**src/rtl/tsu_pkg.sv**
```systemverilog
package tsu_pkg;
    typedef enum logic [2:0] {
        ST_BOOT  = 3'd0,
        ST_WARM  = 3'd1,
        ST_PRI   = 3'd2,
        ST_INT   = 3'd3,
        ST_SLEEP = 3'd4
    } tsu_state_e;

    localparam logic [1:0] CSEL_INT_BASE = 2'b00;
    localparam logic [1:0] CSEL_INT_POST = 2'b01;
    localparam logic [1:0] CSEL_PRIMARY  = 2'b10;
    localparam logic [1:0] CSEL_STOPPED  = 2'b11;

    localparam logic [2:0] MODE_HS_PLL = 3'd3;

    function automatic logic is_crystal(input logic [2:0] mode);
        return (mode[2] == 1'b0);
    endfunction
endpackage

```
**src/rtl/tsu_edge_sync.sv**
```systemverilog
module tsu_edge_sync (
    input  logic clk,
    input  logic rst_n,
    input  logic async_i,
    output logic rise_o
);
    typedef struct packed {
        logic s1;
        logic s2;
        logic s3;
    } sync_t;

    sync_t r_d, r_q;

    always_comb begin
        r_d.s1 = async_i;
        r_d.s2 = r_q.s1;
        r_d.s3 = r_q.s2;
    end

    always_ff @(posedge clk or negedge rst_n) begin
        if (!rst_n) r_q <= '0;
        else        r_q <= r_d;
    end

    assign rise_o = r_q.s2 & ~r_q.s3;


    one_pulse_chk: assert property (@(posedge clk) disable iff (!rst_n)
        rise_o |=> !rise_o);
endmodule

```
**src/rtl/tsu_startup_timer.sv**
```systemverilog
module tsu_startup_timer #(
    parameter int OST_COUNT = 1024,
    parameter int PLL_WAIT  = 16000
) (
    input  logic clk,
    input  logic rst_n,
    input  logic clr_i,
    input  logic edge_i,
    input  logic pll_mode_i,
    output logic done_o
);
    localparam int OW = $clog2(OST_COUNT + 2);
    localparam int PW = $clog2(PLL_WAIT + 2);

    typedef struct packed {
        logic [OW-1:0] ost;
        logic [PW-1:0] pll;
    } tmr_t;

    tmr_t r_d, r_q;
    logic ost_full;
    logic pll_full;

    assign ost_full = (r_q.ost == OW'(OST_COUNT));

    generate
        if (PLL_WAIT > 0) begin : g_pll
            assign pll_full = (r_q.pll == PW'(PLL_WAIT));
        end else begin : g_no_pll
            assign pll_full = 1'b1;
        end
    endgenerate

    always_comb begin
        r_d = r_q;
        if (clr_i) begin
            r_d = '0;
        end else begin
            if (edge_i && !ost_full)
                r_d.ost = r_q.ost + OW'(1);
            if (ost_full && pll_mode_i && !pll_full)
                r_d.pll = r_q.pll + PW'(1);
        end
    end

    always_ff @(posedge clk or negedge rst_n) begin
        if (!rst_n) r_q <= '0;
        else        r_q <= r_d;
    end

    assign done_o = ost_full && (!pll_mode_i || pll_full);


    ost_bound_chk: assert property (@(posedge clk) disable iff (!rst_n)
        r_q.ost <= OW'(OST_COUNT));

    pll_after_ost_chk: assert property (@(posedge clk) disable iff (!rst_n)
        (r_q.pll != '0) |-> ost_full);
endmodule

```
**src/rtl/tsu_src_fsm.sv**
```systemverilog
module tsu_src_fsm
    import tsu_pkg::*;
(
    input  logic       clk,
    input  logic       rst_n,
    input  logic       wake_i,
    input  logic       sleep_req_i,
    input  logic       use_int_i,
    input  logic       bridge_en_i,
    input  logic [2:0] pri_mode_i,
    input  logic [2:0] freq_sel_i,
    input  logic       tmr_done_i,
    output logic       tmr_clr_o,
    output logic       pll_mode_o,
    output logic [1:0] clk_sel_o,
    output logic       pri_run_o,
    output logic [2:0] div_sel_o
);
    typedef struct packed {
        tsu_state_e st;
        logic [1:0] csel;
        logic       prun;
        logic [2:0] div;
    } fsm_t;

    fsm_t r_d, r_q;
    tsu_state_e wake_target;

    always_comb begin
        if (use_int_i)
            wake_target = ST_INT;
        else if (bridge_en_i && is_crystal(pri_mode_i))
            wake_target = ST_WARM;
        else
            wake_target = ST_PRI;
    end

    always_comb begin
        r_d = r_q;
        case (r_q.st)
            ST_BOOT:  r_d.st = wake_target;
            ST_SLEEP: if (wake_i) r_d.st = wake_target;
            ST_WARM: begin
                if (sleep_req_i)     r_d.st = ST_SLEEP;
                else if (use_int_i)  r_d.st = ST_INT;
                else if (tmr_done_i) r_d.st = ST_PRI;
            end
            ST_PRI: begin
                if (sleep_req_i)    r_d.st = ST_SLEEP;
                else if (use_int_i) r_d.st = ST_INT;
            end
            ST_INT: begin
                if (sleep_req_i)
                    r_d.st = ST_SLEEP;
                else if (!use_int_i)
                    r_d.st = is_crystal(pri_mode_i) ? ST_WARM : ST_PRI;
            end
            default: r_d.st = ST_BOOT;
        endcase

        r_d.div = freq_sel_i;
        case (r_d.st)
            ST_PRI: begin
                r_d.csel = CSEL_PRIMARY;
                r_d.prun = 1'b1;
            end
            ST_SLEEP: begin
                r_d.csel = CSEL_STOPPED;
                r_d.prun = 1'b0;
            end
            default: begin
                r_d.csel = (freq_sel_i == 3'd0) ? CSEL_INT_BASE : CSEL_INT_POST;
                r_d.prun = 1'b0;
            end
        endcase
    end

    always_ff @(posedge clk or negedge rst_n) begin
        if (!rst_n) begin
            r_q.st   <= ST_BOOT;
            r_q.csel <= CSEL_INT_BASE;
            r_q.prun <= 1'b0;
            r_q.div  <= 3'd0;
        end else begin
            r_q <= r_d;
        end
    end

    assign tmr_clr_o  = (r_q.st != ST_WARM);
    assign pll_mode_o = (pri_mode_i == MODE_HS_PLL);
    assign clk_sel_o  = r_q.csel;
    assign pri_run_o  = r_q.prun;
    assign div_sel_o  = r_q.div;


    sleep_stop_chk: assert property (@(posedge clk) disable iff (!rst_n)
        (r_q.st != ST_SLEEP && r_q.st != ST_BOOT && sleep_req_i)
            |=> (clk_sel_o == CSEL_STOPPED && !pri_run_o));

    no_early_switch_chk: assert property (@(posedge clk) disable iff (!rst_n)
        (r_q.st == ST_WARM && !sleep_req_i && !use_int_i && !tmr_done_i)
            |=> !pri_run_o);

    int_hold_chk: assert property (@(posedge clk) disable iff (!rst_n)
        (r_q.st == ST_WARM && use_int_i && !sleep_req_i)
            |=> (clk_sel_o != CSEL_PRIMARY));

    sleep_stays_chk: assert property (@(posedge clk) disable iff (!rst_n)
        (r_q.st == ST_SLEEP && !wake_i) |=> (clk_sel_o == CSEL_STOPPED));
endmodule

```
**src/rtl/tsu_clk_ctrl.sv**
```systemverilog
module tsu_clk_ctrl #(
    parameter int OST_COUNT = 1024,
    parameter int PLL_WAIT  = 16000
) (
    input  logic       clk,
    input  logic       rst_n,
    input  logic       wake_i,
    input  logic       sleep_req_i,
    input  logic       use_int_i,
    input  logic       bridge_en_i,
    input  logic [2:0] pri_mode_i,
    input  logic       pri_osc_i,
    input  logic [2:0] freq_sel_i,
    output logic [1:0] clk_sel_o,
    output logic       pri_run_o,
    output logic [2:0] div_sel_o
);
    logic osc_rise;
    logic tmr_clr;
    logic tmr_done;
    logic pll_mode;

    tsu_edge_sync u_sync (
        .clk     (clk),
        .rst_n   (rst_n),
        .async_i (pri_osc_i),
        .rise_o  (osc_rise)
    );

    tsu_startup_timer #(
        .OST_COUNT (OST_COUNT),
        .PLL_WAIT  (PLL_WAIT)
    ) u_timer (
        .clk        (clk),
        .rst_n      (rst_n),
        .clr_i      (tmr_clr),
        .edge_i     (osc_rise),
        .pll_mode_i (pll_mode),
        .done_o     (tmr_done)
    );

    tsu_src_fsm u_fsm (
        .clk         (clk),
        .rst_n       (rst_n),
        .wake_i      (wake_i),
        .sleep_req_i (sleep_req_i),
        .use_int_i   (use_int_i),
        .bridge_en_i (bridge_en_i),
        .pri_mode_i  (pri_mode_i),
        .freq_sel_i  (freq_sel_i),
        .tmr_done_i  (tmr_done),
        .tmr_clr_o   (tmr_clr),
        .pll_mode_o  (pll_mode),
        .clk_sel_o   (clk_sel_o),
        .pri_run_o   (pri_run_o),
        .div_sel_o   (div_sel_o)
    );
endmodule

```
**config.mk**
```make
export PLATFORM = sky130hd
export DESIGN_NAME = tsu_clk_ctrl
export DESIGN_NICKNAME = d
export VERILOG_FILES = /design/src/rtl/tsu_pkg.sv /design/src/rtl/tsu_edge_sync.sv /design/src/rtl/tsu_startup_timer.sv /design/src/rtl/tsu_src_fsm.sv /design/src/rtl/tsu_clk_ctrl.sv
export SDC_FILE = /design/constraint.sdc
export NUM_CORES = 1
export LEC_CHECK = 0
export BUFFER_PORTS_ARGS = -buffer_cell sky130_fd_sc_hd__buf_4
export CAP_MARGIN = 20
export CORE_MARGIN = 5
export CORE_UTILIZATION = 40
export CTS_CLUSTER_SIZE = 25
export DETAILED_ROUTE_END_ITERATION = 8
export GPL_TIMING_DRIVEN = 0
export SYNTH_ARGS = -nofsm -noshare
export SYNTH_HDL_FRONTEND = slang
export SYNTH_HIERARCHICAL = 1
export SYNTH_SLANG_ARGS = --single-unit
```
**constraint.sdc**
```tcl
create_clock -name clk -period 4.48 [get_ports clk]
set_clock_uncertainty 0.05 [all_clocks]
set_input_delay 0.896 -clock clk [delete_from_list [all_inputs] [get_ports clk]]
set_output_delay 0.896 -clock clk [all_outputs]
set_load 0.02 [all_outputs]
```
# After elaboration in Yosys (flattened, before gate mapping)
# Index checks and enable logic that the tools add are counted.
# totals
word_cells	54
regBits	37
output_inout_bits	6
# op_classes
mux	17
bitwise	3
n_addsub	2
n_eq_ne	10
reduce_logical	13
# ops
cell	count
$mux W25	1
$mux W3	8
$pmux W3 S5	1
$add A14 B1 Y14 const B	1
$eq A14 B14 Y1 const B	1
$mux W14	1
$eq A3 B2 Y1 const B	4
$add A11 B1 Y11 const B	1
$eq A11 B11 Y1 const B	1
$mux W11	1
$eq A3 B3 Y1 const B	2
$logic_not A3 Y1	2
$mux W2	3
$pmux W3 S2	1
$logic_and A1 B1 Y1	5
$reduce_bool A2 Y1	2
$eq A3 B1 Y1 const B	1
$logic_not A1 Y1	3
$ne A3 B1 Y1 const B	1
$not A1 Y1	2
$and A1 B1 Y1	1
$logic_or A1 B1 Y1	1
$mux W1	1

# Longest topological paths before layout
# logic_depth
ltp_word	10
mapped_depth	11
mapped_depth_nobuf	10

# By module
# Netlist, hierarchy kept.
# modules_own_cells
module	area_per_inst_um2	n_inst	cells_each	seq_area_each_um2
tsu_startup_timer	1461.4	1	158	625.6
tsu_src_fsm	481.7	1	47	225.2
tsu_edge_sync	88.8	1	4	75.1

# Least setup slack after synthesis
# No wires, ideal clock.
# synth_path
path_type	input to register
startpoint	in pri_mode_i[2]
endpoint	reg u_timer/r_q[10] (netlist bit)
t_required_ns	4.302
path_slack_ns	1.831
t_arrival_ns	2.472
stages	7
path_buffers	1
cell_sequence	inv_1 > and3_1 > inv_1 > or4_4 > buf_6 > nor4_1 > mux2_1
# synth_between
elab_chain_len	4
# synth_lines
item	line	rtl
start, declared	tsu_clk_ctrl.sv:11	input logic [2:0] pri_mode_i,
$eq A3 B2 Y1	tsu_src_fsm.sv:90	assign pll_mode_o = (pri_mode_i == MODE_HS_PLL);
named net pll_mode	tsu_clk_ctrl.sv:21	logic pll_mode;
$logic_and A1 B1 Y1 (2 in series)	tsu_startup_timer.sv:41	if (ost_full && pll_mode_i && !pll_full)
$reduce_bool A2 Y1 (no source line)	-	
end signal, assigned	tsu_startup_timer.sv:48	else r_q <= r_d;
end, declared	tsu_startup_timer.sv:20	tmr_t r_d, r_q;
# The timed path passes the listed nets, and every way through them passes these cells.
# A chain may end at the register's enable or synchronous reset.

==> key figures <==
Run status
  – Outcome: finished, final reports clean

CTS
  – CTS max path bufs: 2
  – Post-CTS Hold Fix Bufs: 0
  – Clk sinks: 37
  – Post-CTS Resized: 0
  – H-tree levels: 2
  – Cts bufs inserted: 5
  – Clk pin slew, worst setup/hold paths: 0.07 ns
  – Worst skew pair latency: 0.28 ns
  – Root Driver: clkbuf_8
  – Setup bufs post-CTS: 0
  – CTS tree: built

Global route
  – GRT Resource Usage Total: 0.1400
  – Grt total ovfl: 0
  – Largest net degree at the start of global routing: 38
  – Vias in the first global route: 1561
  – First-pass GRT wire length: 7265 µm
  – Initial antenna violation count: 0

Logic synthesis
  – EDFF count, synth: 0
  – Largest family of logic cells by synthesized area: simple AND/OR/NAND/NOR gates
  – Synth top area cells: dfrtp_1 46%, nor2_1 3.9%, a21oi_1 3.2%
  – Simple-Gate Fraction of Synth Area: 0.2580
  – Syn Area/Cell: 9.722 µm²
  – Post-synth top area cell: dfrtp_1
  – Post-synthesis register bit count: 37
  – Yosys cell types: 46
  – Adder and majority gate portion of the synthesized area: 0.02463
  – Post-Syn Area: 2032 µm²
  – Post-Syn Nets: 226
  – XOR/XNOR Fraction of Synth Area: 0.03448
  – Post-synthesis mux area share: 0.03202
  – Register area share after synthesis: 0.4557
  – Synth warn: 6
  – Syn Inst Count: 209
  – Post-synth top area share: 0.4557
  – Synth async-reset ratio: 1.000
  – Synth Area in Compound Gates: 0.1373
  – Synth Flop Type: dfrtp_1

Placement
  – IO buf count: 18
  – Final HPWL DP: 2897 µm
  – GPL Wtd Cong: 0.7883
  – Dpl cells: 297

Floorplan
  – Die area: 6606 µm²
  – Boundary pin count: 19
  – Die H: 81.28 µm
  – Row count: 26
  – Initial Util: 0.4056
  – Core Area: 5010 µm²
  – Chip Width: 81.28 µm

Flow run
  – Maxcap violations: 0

Worst setup path
  – Worst EP required: 4.61 ns
  – Crit path cell chain: or4b_1, nor4_2, buf_2, nor2_1, nor2_1, nand2b_1, a21oi_1, o311ai_2, a21o_1
  – CP Class: flop to flop
  – Cell repeated most along the worst path: nor2_1
  – CP Data Arrival Time: 3.13 ns
  – CP startpoint kind: flop
  – Critical path's slowest cell: nor4_2
  – Max incr delay on CP: 0.70 ns
  – Crit end category: flop
  – Worst-path fanout max: 10

STA
  – Tcrit/Tclk final: 0.6691
  – Max_slew headroom: 0.4843
  – F_max: 0.3336 GHz
  – Hold Slack: 0.3020 ns
  – RSZ-0062 raised after global routing: no
  – Final Hold Viols: 0
  – Worst-Margin Slew: 0.7671 ns
  – Min Clock Period, post-route: 2.998 ns
  – Final setup violation count: 0
  – TNS Setup: 0 ns
  – Max Slew Vio Count: 0

Min path
  – HP Class: flop to flop

Power
  – Worst vdd ir: 236.5 µV
  – Int Power: 583.0 µW
  – Leakage power: 0.9535 nW
  – Sequential share of power: 0.456
  – Net Sw Frac: 0.3116
  – Combinational share of power: 0.270
  – Clock power frac: 0.275
  – Pwr per Cell Area: 361.8 nW/µm²
  – Power, Total: 846.9 µW
  – Net Switching: 263.9 µW

Layout
  – Non-Filler Instances: 304
  – Layout cells sized above 1: 0.1880
  – Area grow syn2layout: 15.21%
  – Final net count: 251
  – Antenna cells: 0
  – Fillcell total: 514

Drt
  – First-pass DRT Iterations: 4
  – Drt total wl: 4046 µm
  – Antenna-violating nets left: 0
  – 1st-iter DRT viols: 56
  – Residual DRC: 0
  – DR vias: 1548
  – Vias per Instance: 5.092
  – WL/cell: 13.31 µm
worst max-delay path, delay by kind of cell (launching register included):
kind                   cells  cell delay [ns]
AND/OR/NAND/NOR            5             1.53
flip-flops                 1             0.42
AO/OA/AOI/OAI              3             0.54
buffers and inverters      1             0.35
logic make-up after synthesis:
| group | Yosys count |
|---|---|
| AND/OR/NAND/NOR | 92 |
| AO/OA/AOI/OAI | 39 |
| flip-flops | 37 |
| buffers and inverters | 23 |
| XOR/XNOR | 8 |
| multiplexers | 6 |
| adder cells (fa/ha/maj) | 4 |
per-stage QoR:
stage | setup WS [ns] | utilization | instance area [µm²]
after floorplan | 1.831 | - | 2032
after global placement | 1.459 | 0.4501 | 2255
after detailed placement | 1.467 | 0.4501 | 2255
after CTS | 1.457 | 0.4673 | 2341
after global routing | 1.223 | 0.4673 | 2341
final | 1.482 | 0.4673 | 2341
sequential cells by signal (all words and copies together), names as in the netlist:
name / count
u_sync/r_q: 1
u_fsm/r_q: 3
u_sync/r_d: 2
u_fsm/pri_run_o: 1
u_fsm/div_sel_o: 3
u_fsm/clk_sel_o: 2
u_timer/r_q: 25
layout make-up:
class | instances | area (µm²) | share of cell area
Sequential cell | 37 | 925.9 | 0.3955
Buffer | 11 | 72.57 | 0.03100
Multi-Input combinational cell | 149 | 988.4 | 0.4222
Tap cell | 70 | 87.58 | 0.03741
Inverter | 12 | 45.04 | 0.01924
Clock buffer | 7 | 86.33 | 0.03688
Timing Repair Buffer | 18 | 135.1 | 0.05772
placed cells by master (no fill, tap or decap), types with 3 or more instances in the layout:
master,count
a21oi_1,13
and2_1,4
and3_1,4
buf_4,24
clkbuf_1,4
clkbuf_8,6
dfrtp_1,37
ha_1,4
inv_1,12
nand2_1,12
nand2b_1,5
nand3_1,7
nand4_1,4
nor2_1,21
nor2b_1,5
nor4_1,7
o21ai_0,3
o31ai_1,7
or3_1,5
or4_1,8
xnor2_1,5
xor2_1,3
power by group through the flow:
stage | combinational (mW) | sequential, mW | clock (mW)
final | 0.228 | 0.386 | 0.233
after global routing | 0.257 | 0.391 | 0.260
after CTS | 0.233 | 0.386 | 0.245
after detailed placement | 0.232 | 0.392 | 0
after global placement | 0.231 | 0.392 | 0
after floorplan | 0.164 | 0.391 | 0
layer usage:
metal  GRT usage  routed length [µm]  vias up
met5           0                   0        -
met4     0.06081                  46        0
met1      0.1778                1908      728
met3     0.02439                 101        4
met2      0.2321                1990       22
li1            -                   -      794
Yosys cell counts, types with 2 or more instances:
cell type,count
o31ai_1,7
mux2_1,2
mux2_2,2
and3_1,4
nor4_1,7
ha_1,4
or4b_1,2
xnor2_1,5
o311ai_0,2
or3_1,5
o21ai_0,3
nor2_1,21
nand4_1,4
o211ai_1,2
or2_1,2
xor2_1,3
or4_4,2
inv_1,12
a31o_2,2
nand2b_1,5
or4_1,8
buf_4,6
nand2_1,12
mux2i_1,2
nand3_1,7
and2_1,4
nor2b_1,5
dfrtp_1,37
clkbuf_1,3
a21oi_1,13
path summary, 6_finish.rpt:
| check | from | end | slack [ns] | cells past startpoint |
|---|---|---|---|---|
| max reg2reg | u_timer/r_q[3] | u_fsm/clk_sel_o[0] | 1.48 | 9 |
| min | u_sync/r_d[1] | u_sync/r_d[0] | 0.30 | 0 |
| max | u_timer/r_q[3] | u_fsm/clk_sel_o[0] | 1.48 | 9 |
| min reg2reg | u_sync/r_d[1] | u_sync/r_d[0] | 0.30 | 0 |
| max in group asynchronous | rst_n | u_timer/r_q[21] | 3.52 | 1 |
| min in group asynchronous | rst_n | u_timer/r_q[2] | 0.51 | 1 |
Power figures use the tool's default switching activity.
